`src/rtl/wdt_pkg.sv`:
```
package wdt_pkg;
  localparam int CNT_W  = 32;
  localparam int HALF_W = CNT_W / 2;
  localparam logic [HALF_W-1:0] UNLOCK_KEY = 16'hE551;

  // byte offsets of the register window
  localparam int OFF_LD_LO  = 'h00;
  localparam int OFF_LD_HI  = 'h04;
  localparam int OFF_CTRL   = 'h08;
  localparam int OFF_CLR    = 'h0C;
  localparam int OFF_RAW    = 'h10;
  localparam int OFF_MASK   = 'h14;
  localparam int OFF_CNT_LO = 'h18;
  localparam int OFF_CNT_HI = 'h1C;
  localparam int OFF_LOCK   = 'h20;
  localparam int OFF_PRE_LO = 'h2C;
  localparam int OFF_PRE_HI = 'h30;

  // flag bit positions shared by raw status and clear
  localparam int BIT_INT  = 0;
  localparam int BIT_RST  = 3;
  localparam int BIT_BUSY = 4;

  typedef struct packed {
    logic rst_en;    // bit 3
    logic new_mode;  // bit 2
    logic run;       // bit 1
    logic int_en;    // bit 0
  } ctrl_t;

  function automatic logic [CNT_W-1:0] join_halves(input logic [HALF_W-1:0] hi,
                                                   input logic [HALF_W-1:0] lo);
    return {hi, lo};
  endfunction

  function automatic logic [HALF_W-1:0] upper_half(input logic [CNT_W-1:0] v);
    return v[CNT_W-1:HALF_W];
  endfunction

  function automatic logic [HALF_W-1:0] lower_half(input logic [CNT_W-1:0] v);
    return v[HALF_W-1:0];
  endfunction

  function automatic logic [CNT_W-1:0] step_down(input logic [CNT_W-1:0] v);
    return (v == '0) ? '0 : v - 1'b1;
  endfunction
endpackage

```
`src/rtl/wdt_lf_sync.sv`:
```
module wdt_lf_sync #(
  parameter int SYNC_STAGES = 2
) (
  input  logic clk,
  input  logic rst_n,
  input  logic lf_clk,
  output logic tick
);
  logic [SYNC_STAGES-1:0] stage_q;
  logic                   last_q;

  always_ff @(posedge clk or negedge rst_n) begin
    if (!rst_n) begin
      stage_q <= '0;
      last_q  <= 1'b0;
    end else begin
      stage_q[0] <= lf_clk;
      last_q     <= stage_q[SYNC_STAGES-1];
    end
  end

  for (genvar g = 1; g < SYNC_STAGES; g++) begin : g_chain
    always_ff @(posedge clk or negedge rst_n) begin
      if (!rst_n) stage_q[g] <= 1'b0;
      else        stage_q[g] <= stage_q[g-1];
    end
  end

  assign tick = stage_q[SYNC_STAGES-1] & ~last_q;
endmodule

```
`src/rtl/wdt_regfile.sv`:
```
module wdt_regfile
  import wdt_pkg::*;
#(
  parameter int ADDR_W = 6,
  parameter int DATA_W = 32
) (
  input  logic              clk,
  input  logic              rst_n,
  input  logic              bus_we,
  input  logic [ADDR_W-1:0] bus_addr,
  input  logic [DATA_W-1:0] bus_wdata,
  output logic [DATA_W-1:0] bus_rdata,
  input  logic [CNT_W-1:0]  cnt_val,
  input  logic              raw_int,
  input  logic              raw_rst,
  input  logic              busy,
  output ctrl_t             ctrl,
  output logic              mask_int,
  output logic [CNT_W-1:0]  load_val,
  output logic [CNT_W-1:0]  pre_val,
  output logic              load_wr,
  output logic              clr_int,
  output logic              clr_rst,
  output logic              locked
);
  localparam logic [ADDR_W-1:0] A_LD_LO  = ADDR_W'(OFF_LD_LO);
  localparam logic [ADDR_W-1:0] A_LD_HI  = ADDR_W'(OFF_LD_HI);
  localparam logic [ADDR_W-1:0] A_CTRL   = ADDR_W'(OFF_CTRL);
  localparam logic [ADDR_W-1:0] A_CLR    = ADDR_W'(OFF_CLR);
  localparam logic [ADDR_W-1:0] A_RAW    = ADDR_W'(OFF_RAW);
  localparam logic [ADDR_W-1:0] A_MASK   = ADDR_W'(OFF_MASK);
  localparam logic [ADDR_W-1:0] A_CNT_LO = ADDR_W'(OFF_CNT_LO);
  localparam logic [ADDR_W-1:0] A_CNT_HI = ADDR_W'(OFF_CNT_HI);
  localparam logic [ADDR_W-1:0] A_LOCK   = ADDR_W'(OFF_LOCK);
  localparam logic [ADDR_W-1:0] A_PRE_LO = ADDR_W'(OFF_PRE_LO);
  localparam logic [ADDR_W-1:0] A_PRE_HI = ADDR_W'(OFF_PRE_HI);

  logic [HALF_W-1:0] ld_lo_q, ld_hi_q, pre_lo_q, pre_hi_q;
  ctrl_t             ctrl_q;
  logic              mask_q;
  logic              locked_q;
  logic              wr_ok;
  logic              hit_load;

  assign wr_ok    = bus_we & ~locked_q;
  assign hit_load = (bus_addr == A_LD_LO) || (bus_addr == A_LD_HI) ||
                    (bus_addr == A_PRE_LO) || (bus_addr == A_PRE_HI);
  assign load_wr  = wr_ok & hit_load;
  assign clr_int  = wr_ok & (bus_addr == A_CLR) & bus_wdata[BIT_INT];
  assign clr_rst  = wr_ok & (bus_addr == A_CLR) & bus_wdata[BIT_RST];

  always_ff @(posedge clk or negedge rst_n) begin
    if (!rst_n) begin
      locked_q <= 1'b1;
    end else if (bus_we && bus_addr == A_LOCK) begin
      locked_q <= (bus_wdata[HALF_W-1:0] != UNLOCK_KEY);
    end
  end

  always_ff @(posedge clk or negedge rst_n) begin
    if (!rst_n) begin
      ld_lo_q  <= '0;
      ld_hi_q  <= '0;
      pre_lo_q <= '0;
      pre_hi_q <= '0;
      ctrl_q   <= '0;
      mask_q   <= 1'b0;
    end else if (wr_ok) begin
      case (bus_addr)
        A_LD_LO:  ld_lo_q  <= bus_wdata[HALF_W-1:0];
        A_LD_HI:  ld_hi_q  <= bus_wdata[HALF_W-1:0];
        A_PRE_LO: pre_lo_q <= bus_wdata[HALF_W-1:0];
        A_PRE_HI: pre_hi_q <= bus_wdata[HALF_W-1:0];
        A_CTRL:   ctrl_q   <= ctrl_t'(bus_wdata[3:0]);
        A_MASK:   mask_q   <= bus_wdata[0];
        default:  ;
      endcase
    end
  end

  always_comb begin
    bus_rdata = '0;
    case (bus_addr)
      A_LD_LO:  bus_rdata = DATA_W'(ld_lo_q);
      A_LD_HI:  bus_rdata = DATA_W'(ld_hi_q);
      A_PRE_LO: bus_rdata = DATA_W'(pre_lo_q);
      A_PRE_HI: bus_rdata = DATA_W'(pre_hi_q);
      A_CTRL:   bus_rdata = DATA_W'(ctrl_q);
      A_MASK:   bus_rdata = DATA_W'(mask_q);
      A_CNT_LO: bus_rdata = DATA_W'(lower_half(cnt_val));
      A_CNT_HI: bus_rdata = DATA_W'(upper_half(cnt_val));
      A_LOCK:   bus_rdata = DATA_W'(locked_q);
      A_RAW: begin
        bus_rdata[BIT_INT]  = raw_int;
        bus_rdata[BIT_RST]  = raw_rst;
        bus_rdata[BIT_BUSY] = busy;
      end
      default:  bus_rdata = '0;
    endcase
  end

  assign ctrl     = ctrl_q;
  assign mask_int = mask_q;
  assign locked   = locked_q;
  assign load_val = join_halves(ld_hi_q, ld_lo_q);
  assign pre_val  = join_halves(pre_hi_q, pre_lo_q);
endmodule

```
`src/rtl/wdt_core.sv`:
```
module wdt_core
  import wdt_pkg::*;
#(
  parameter int LOAD_TICKS = 3
) (
  input  logic             clk,
  input  logic             rst_n,
  input  logic             tick,
  input  logic             load_wr,
  input  logic [CNT_W-1:0] load_val,
  input  logic [CNT_W-1:0] pre_val,
  input  ctrl_t            ctrl,
  input  logic             clr_int,
  input  logic             clr_rst,
  output logic [CNT_W-1:0] cnt,
  output logic             busy,
  output logic             raw_int,
  output logic             raw_rst,
  output logic             apply,
  output logic             dec,
  output logic             int_ev,
  output logic             rst_ev
);
  localparam int TK_W = $clog2(LOAD_TICKS + 1);
  localparam logic [TK_W-1:0] TK_LAST = TK_W'(LOAD_TICKS - 1);

  logic [TK_W-1:0]  tk_q;
  logic [CNT_W-1:0] cnt_q, pre_act_q, cnt_nxt;
  logic             busy_q, int_q, rst_q;

  assign apply   = busy_q & tick & ~load_wr & (tk_q == TK_LAST);
  assign dec     = tick & ctrl.run & ~apply & (cnt_q != '0);
  assign cnt_nxt = step_down(cnt_q);
  assign int_ev  = dec & (ctrl.new_mode ? (cnt_nxt == pre_act_q) : (cnt_nxt == '0));
  assign rst_ev  = dec & (cnt_nxt == '0);

  always_ff @(posedge clk or negedge rst_n) begin
    if (!rst_n) begin
      busy_q <= 1'b0;
      tk_q   <= '0;
    end else if (load_wr) begin
      busy_q <= 1'b1;
      tk_q   <= '0;
    end else if (busy_q && tick) begin
      if (tk_q == TK_LAST) begin
        busy_q <= 1'b0;
        tk_q   <= '0;
      end else begin
        tk_q <= tk_q + 1'b1;
      end
    end
  end

  always_ff @(posedge clk or negedge rst_n) begin
    if (!rst_n) begin
      cnt_q     <= '0;
      pre_act_q <= '0;
    end else if (apply) begin
      cnt_q     <= load_val;
      pre_act_q <= pre_val;
    end else if (dec) begin
      cnt_q <= cnt_nxt;
    end
  end

  always_ff @(posedge clk or negedge rst_n) begin
    if (!rst_n) begin
      int_q <= 1'b0;
      rst_q <= 1'b0;
    end else begin
      int_q <= int_ev | (int_q & ~clr_int);
      rst_q <= rst_ev | (rst_q & ~clr_rst);
    end
  end

  assign cnt     = cnt_q;
  assign busy    = busy_q;
  assign raw_int = int_q;
  assign raw_rst = rst_q;
endmodule

```
`src/rtl/wdt_top.sv`:
```
module wdt_top
  import wdt_pkg::*;
#(
  parameter int ADDR_W      = 6,
  parameter int DATA_W      = 32,
  parameter int LOAD_TICKS  = 3,
  parameter int SYNC_STAGES = 2
) (
  input  logic              clk,
  input  logic              rst_n,
  input  logic              lf_clk,
  input  logic              bus_we,
  input  logic [ADDR_W-1:0] bus_addr,
  input  logic [DATA_W-1:0] bus_wdata,
  output logic [DATA_W-1:0] bus_rdata,
  output logic              irq_o,
  output logic              rst_req_o
);
  logic             tick;
  logic [CNT_W-1:0] cnt_q, load_val, pre_val;
  ctrl_t            ctrl;
  logic [3:0]       ctrl_bits;
  logic             mask_int, locked, load_wr, clr_int, clr_rst;
  logic             busy, raw_int, raw_rst, apply, dec, int_ev, rst_ev;

  wdt_lf_sync #(.SYNC_STAGES(SYNC_STAGES)) u_sync (
    .clk(clk), .rst_n(rst_n), .lf_clk(lf_clk), .tick(tick)
  );

  wdt_regfile #(.ADDR_W(ADDR_W), .DATA_W(DATA_W)) u_regs (
    .clk(clk), .rst_n(rst_n), .bus_we(bus_we), .bus_addr(bus_addr),
    .bus_wdata(bus_wdata), .bus_rdata(bus_rdata), .cnt_val(cnt_q),
    .raw_int(raw_int), .raw_rst(raw_rst), .busy(busy), .ctrl(ctrl),
    .mask_int(mask_int), .load_val(load_val), .pre_val(pre_val),
    .load_wr(load_wr), .clr_int(clr_int), .clr_rst(clr_rst), .locked(locked)
  );

  wdt_core #(.LOAD_TICKS(LOAD_TICKS)) u_core (
    .clk(clk), .rst_n(rst_n), .tick(tick), .load_wr(load_wr),
    .load_val(load_val), .pre_val(pre_val), .ctrl(ctrl),
    .clr_int(clr_int), .clr_rst(clr_rst), .cnt(cnt_q), .busy(busy),
    .raw_int(raw_int), .raw_rst(raw_rst), .apply(apply), .dec(dec),
    .int_ev(int_ev), .rst_ev(rst_ev)
  );

  assign ctrl_bits = ctrl;
  assign irq_o     = raw_int & ctrl.int_en & ~mask_int;
  assign rst_req_o = raw_rst & ctrl.rst_en;
endmodule

```
`config.mk`:
```
export PLATFORM = sky130hd
export DESIGN_NAME = wdt_top
export DESIGN_NICKNAME = d
export VERILOG_FILES = /design/src/rtl/wdt_pkg.sv /design/src/rtl/wdt_lf_sync.sv /design/src/rtl/wdt_regfile.sv /design/src/rtl/wdt_core.sv /design/src/rtl/wdt_top.sv
export SDC_FILE = /design/constraint.sdc
export NUM_CORES = 1
export LEC_CHECK = 0
export BUFFER_PORTS_ARGS = -buffer_cell sky130_fd_sc_hd__buf_2
export CORE_AREA = 3 3 164 166
export CTS_CLUSTER_SIZE = 12
export DETAILED_ROUTE_END_ITERATION = 10
export DIE_AREA = 0 0 167 169
export PLACE_DENSITY_LB_ADDON = 0.3
export SLEW_MARGIN = 20
export SYNTH_ARGS = -nofsm -noshare
export SYNTH_HDL_FRONTEND = slang
export SYNTH_SLANG_ARGS = --single-unit
```
`constraint.sdc`:
```
create_clock -name clk -period 6.1 [get_ports clk]
set_input_delay 0.61 -clock clk [delete_from_list [all_inputs] [get_ports clk]]
set_output_delay 0.61 -clock clk [all_outputs]
set_load 0.02 [all_outputs]
```
==> results of run 1 <==
final timing paths:
kind                                        start              endpoint  slack (ns)  cells past startpoint
min in group clk                           lf_clk     u_sync.stage_q[0]        0.28                      1
worst max register to register      u_core.cnt[0]        u_core.raw_int        1.78                     11
worst min-delay path                        rst_n         u_sync.last_q        0.18                      1
max in group asynchronous                   rst_n  u_core.pre_act_q[31]        4.55                      2
worst max-delay path                u_core.cnt[0]        u_core.raw_int        1.78                     11
worst min register to register  u_sync.stage_q[0]     u_sync.stage_q[1]        0.35                      0
layout by cell type (no fill, tap or decap), types with 4 or more instances in the layout:
cell       Yosys  final
a211oi_1       4      4
a21oi_1       41     41
a221oi_1       4      4
a222oi_1      26     26
and2_1         4      4
and3_1         4      4
buf_2          2     42
buf_4         21      7
clkbuf_16      0     17
clkinv_4       0      4
conb_1         1     16
dfrtp_1      141    141
inv_1          8      8
mux2_2        96     96
mux2i_1        7      7
nand2_1       75     75
nand2b_1       6      6
nand3_1       16     16
nand4_1       14     14
nor2_1        73     71
nor3_1        21     21
nor3_4         4      4
nor4_1        14     14
nor4b_1        4      4
o21ai_0       25     25
or3_1          8      7
xnor2_1       38     38
xor2_1        32     32
worst max-delay path: stages (launching register included):
cell      delay (ns)
dfrtp_1         0.48
inv_1           0.14
ha_1            0.21
nor3b_2         0.64
nand2_1         0.44
nor4_1          0.67
xor2_1          0.21
a211oi_1        0.41
nand4_1         0.14
or4_1           0.60
o21a_1          0.20
o21ai_1         0.08
registers in the layout (all words and copies together) (netlist names):
name and flops:
u_core.raw_int 1, u_sync.last_q 1, u_sync.stage_q 2, u_core.cnt 32
u_regs.ld_lo_q 16, u_core.busy 1, u_core.tk_q 2, u_regs.ctrl 4
u_core.raw_rst 1, u_core.pre_act_q 32, u_regs.ld_hi_q 16, u_regs.locked 1
u_regs.pre_hi_q 16, u_regs.pre_lo_q 16, u_regs.mask_int 1
cell families after synthesis:
| logic type | after synthesis |
|---|---|
| AND/OR/NAND/NOR | 281 |
| other | 1 |
| AO/OA/AOI/OAI | 130 |
| multiplexers | 103 |
| flip-flops | 142 |
| buffers and inverters | 74 |
| adder cells (fa/ha/maj) | 1 |
| XOR/XNOR | 70 |
per-stage QoR:
stage	worst slack (ns)	total power, mW	hold WS [ns]
6_report	1.78	3.69	0.177
4_1_cts	1.86	3.69	0.216
2_1_floorplan	2.87	2.35	0.314
3_3_place_gp	1.94	2.62	0.333
3_5_place_dp	1.91	2.63	0.339
5_1_grt	1.62	3.90	0.226
layer usage:
layer / vias to the layer above / share of wire [%] / routed length (µm)
met5: - / 0 / 0
met3: 58 / 4.7 / 1200
li1: 2920 / - / -
met2: 210 / 48 / 12200
met4: 0 / 3.2 / 825
met1: 3319 / 44 / 11300
where the power goes:
| group | leakage [nW] | internal (mW) | switching [mW] |
|---|---|---|---|
| registers | 1.87 | 1.16 | 0.415 |
| logic | 1.85 | 0.492 | 0.575 |
| clock network | 0.289 | 0.617 | 0.432 |
final cells by class:
cell class | count | area [µm²]
clock buffer | 20 | 447
inverter | 8 | 30.0
clock inverter | 12 | 136
sequential | 142 | 3550
timing repair buffer | 50 | 274
fill | 2626 | 16700
tap | 335 | 419
multi-input combinational | 601 | 4250
==> flow_summary.yaml, run 1 <==
global_route:
  use_met2_pct: 29.2
  grt_busiest_layer: "met2"
  grt_pass1_wl_um: 39100
  grt_pass1_vias: 6303
  antenna_found_initial: 0
  grt_max_degree: 74
  overflow: 0
  grt_use_met1_pct: 24.2
  grt_usage_pct: 18.1
  met3_usage_pct: 2.94
route:
  drcViolationCount: 0
  post_drt_via_cell_ratio: 5.57
  num_vias: 6507
  drt-wirelength-per-cell_um: 21.8
  first_pass_iters: 6
  drt_iter0_markers: 641
  ant_nets: 0
  wl_um: 25500
cts:
  postCtsSetupBuffers: 0
  cts_tree: "done"
  numCtsBuffers: 17
  clock_latency_ns: 0.43
  clk_pin_slew_ns: 0.06
  ctsHtreeMaxLevel: 4
  cts_max_path_buffers: 2
  cts_root_buf: "clkbuf_16"
  clock_sinks: 142
  post_cts_resize_count: 0
  hold_buffers: 0
setup_path:
  cp.arrival_ns: 4.67
  start_kind: "flip-flop"
  required_ns: 6.45
  crit_type: "flip-flop to flip-flop"
  critPathMaxFanout: 8
  endpoint_kind: "flip-flop"
layout:
  fin_area_um2: 9110
  antenna_cells: 0
  layout.nets: 863
  drive_gt1_share_pct: 24.4
  finalNonFillerCells: 1168
  utilization_pct: 35.3
  area_delta_synth_final_pct: 11.6
sta:
  hold_viol_final: 0
  setup_viol: 0
  setup_tns_ns: 0
  relSlewSlack_pct: 23.9
  fin_crit_ns: 4.32
  fin_skew_ns: 0.0101
  fin_crit_sh_pct: 70.8
  worst_pin_slew_ns: 1.14
  fmax_mhz: 232
  rsz0062_at_grt: "no"
  report.final.slew_viol_count: 0
die:
  ios: 76
  rows: 59
  die_y_um: 169
  initial_core_util_pct: 31.7
  core_um2: 25800
  dieArea_um2: 28200
  die_w_um: 167
worst_hold_path:
  hold_path_class: "input pin to async pin"
placement:
  port_buffers: 43
  hpwl_um: 17900
  place_area_um2: 8520
  dp.cells: 1136
  gp_congestion: 1.03
yosys:
  syn_inst: 802
  yosysTopAreaCellShare_pct: 43.2
  synth_compound_area_share_pct: 11.0
  synth_common_cells: "dfrtp_1 (141), mux2_2 (96), nand2_1 (75)"
  synth.area.top_cells: "dfrtp_1 (43%), mux2_2 (13%), xnor2_1 (4.1%)"
  yosysMostFrequentCell: "dfrtp_1"
  synthMuxAreaShare_pct: 14.1
  synth_xor_area_share_pct: 7.51
  synth-simple-area-share_pct: 18.3
  synth_cell_types: 70
  synthArstFlopShare_pct: 100
  synthFlopType: "dfrtp_1"
  synth.ff_latch_count: 142
  synth_edf_count: 0
  synth.cell_area_um2: 8160
  ys_seq_area_share_pct: 43.6
  synth_fa_ha_area_share_pct: 0.153
  syn_avg_cell_area_um2: 10.2
  synth_top_area_cell: "dfrtp_1"
  synth_top_family_by_area: "simple AND/OR/NAND/NOR gates"
  yosysWarnings: 0
run:
  cap_viol_max_count: 0
power_and_ir_drop:
  p_per_area_nw_per_um2: 406
  ir_drop_mv: 0.193
  p_leak_nw: 4.01
outcome:
  status: "finished, final reports clean"
Power figures use the tool's default switching activity.
==> inputs of run 2 (changes only) <==
==> constraint.sdc (replaced) <==
create_clock -name clk -period 3.56 [get_ports clk]
set_input_delay 0.356 -clock clk [delete_from_list [all_inputs] [get_ports clk]]
set_output_delay 0.356 -clock clk [all_outputs]
set_load 0.02 [all_outputs]
==> flow_summary.yaml, run 2 (synthesis gave the netlist of run 1 again) <==
power_and_ir_drop:
  power_mw: 6.46
  ir_drop_mv: 0.345
  p_per_area_nw_per_um2: 686
  p_leak_nw: 4.20
global_route:
  grt_max_degree: 93
  grt_usage_pct: 19.4
  overflow: 0
  grt_pass1_wl_um: 41600
  antenna_found_initial: 0
  grt_pass1_vias: 6588
die:
  die_y_um: 169
  initial_core_util_pct: 31.7
  rows: 59
  dieArea_um2: 28200
  die_w_um: 167
  ios: 76
  core_um2: 25800
layout:
  seqCellArea_um2: 3550
  multi_input_area_um2: 4260
  layout_common_cells: "dfrtp_1 (141), mux2_2 (96), nand2_1 (75)"
  layout.nets: 905
  mostFrequentLayoutCell: "dfrtp_1"
  antenna_cells: 0
  num-fill-cells: 2577
  area_delta_synth_final_pct: 15.4
  drive_gt1_share_pct: 28.0
setup_path:
  slowest_delay_ns: 0.56
  cp_cell_sequence: "nor2_1 > nand4_4 > or3_2 > xor2_1 > nor2_1 > or4_1 > nor4_1 > buf_4 > o21ai_0 > o21ai_1"
  start_kind: "flip-flop"
  required_ns: 3.90
  crit_slowest_cell: "or3_2"
  cp.arrival_ns: 3.77
  critPathMaxFanout: 10
  critPathBufInv: 1
  crit_type: "flip-flop to flip-flop"
  ff2ff_setup_slack_ns: 0.13
  endpoint_kind: "flip-flop"
  cpMostUsedCell: "nor2_1"
  cp_top_family: "simple AND/OR/NAND/NOR gates"
route:
  first_pass_iters: 5
  num_vias: 6603
  ant_nets: 0
  post_drt_via_cell_ratio: 5.46
  drcViolationCount: 0
  drt_iter0_markers: 660
  wl_um: 27100
  drt-wirelength-per-cell_um: 22.4
cts:
  cts_max_path_buffers: 2
  numCtsBuffers: 17
  cts_root_buf: "clkbuf_16"
  postCtsSetupBuffers: 0
  clock_latency_ns: 0.43
  cts_tree: "done"
  clock_sinks: 142
  clk_pin_slew_ns: 0.06
  ctsHtreeMaxLevel: 4
sta:
  hold_viol_final: 0
  fin_skew_ns: 0.0156
  rsz0062_at_grt: "no"
  fin_crit_sh_pct: 96.4
  report.final.slew_viol_count: 0
  setup_tns_ns: 0
  relSlewSlack_pct: 29.8
  fmax_mhz: 291
  fin_crit_ns: 3.43
  setup_viol: 0
  fin_ws_ns: 0.129
  worst_pin_slew_ns: 1.05
placement:
  pre_cts_slack_ns: 0.174
  port_buffers: 43
  gp_congestion: 0.922
  hpwl_um: 19700
run:
  cap_viol_max_count: 0
worst_hold_path:
  hold_path_class: "input pin to flip-flop"
outcome:
  status: "finished, final reports clean"
-- run 2: routing by layer --
| layer | vias up | global-route usage (%) | routed length (µm) |
|---|---|---|---|
| li1 | 3007 | - | - |
| met4 | 0 | 6.35 | 676 |
| met2 | 195 | 31.7 | 13000 |
| met3 | 29 | 2.78 | 1150 |
| met1 | 3372 | 26.6 | 12300 |
| met5 | - | 0 | 0 |
-- run 2: metrics by stage --
stage | hold slack [ns] | util (%) | instances | area, µm²
2_1_floorplan | 0.0604 | - | 817 | 8220
3_3_place_gp | 0.336 | 34.4 | 1177 | 8850
3_5_place_dp | 0.338 | 34.4 | 1177 | 8850
4_1_cts | 0.0232 | 36.5 | 1210 | 9400
5_1_grt | 0.0284 | 36.6 | 1210 | 9420
6_report | 0.0373 | 36.6 | 1210 | 9420
-- run 2: timing repair --
action | CTS | global route
endpoints found under the setup margin | 0 | 1
hold buffers | 1 | 0
resized for setup | 0 | 3
hold endpoints to repair | 11 | 0
-- run 2: cell type report --
type	count	share of cell area, %
Sequential cell	142	37.7
Clock buffer	20	4.74
Timing Repair Buffer	92	6.55
Clock inverter	12	0.957
Inverter	8	0.319
Tap cell	335	4.45
Multi-Input combinational cell	601	45.2
-- run 2: report_power, final --
group	leakage, nW	switching, mW	internal (mW)
logic	2.07	1.22	1.03
registers	1.87	0.572	1.99
clock network	0.257	0.736	0.914
total	4.20	2.53	3.93
-- run 2: worst paths after layout --
check                                   from           endpoint  cells after the start
max                            u_core.cnt[7]     u_core.raw_int                     10
min                                   lf_clk  u_sync.stage_q[0]                      1
max reg2reg                    u_core.cnt[7]     u_core.raw_int                     10
min reg2reg                u_sync.stage_q[0]  u_sync.stage_q[1]                      0
max in group asynchronous              rst_n  u_regs.ld_lo_q[8]                      3
min in group asynchronous              rst_n  u_sync.stage_q[0]                      2
-- run 2: worst reg2reg max path, stage by stage (launching register included) --
cell and delay [ns]:
dfrtp_1 0.48, nor2_1 0.35, nand4_4 0.29, or3_2 0.56, xor2_1 0.27, nor2_1 0.08, or4_1 0.51, nor4_1 0.39
buf_4 0.19, o21ai_0 0.08, o21ai_1 0.15
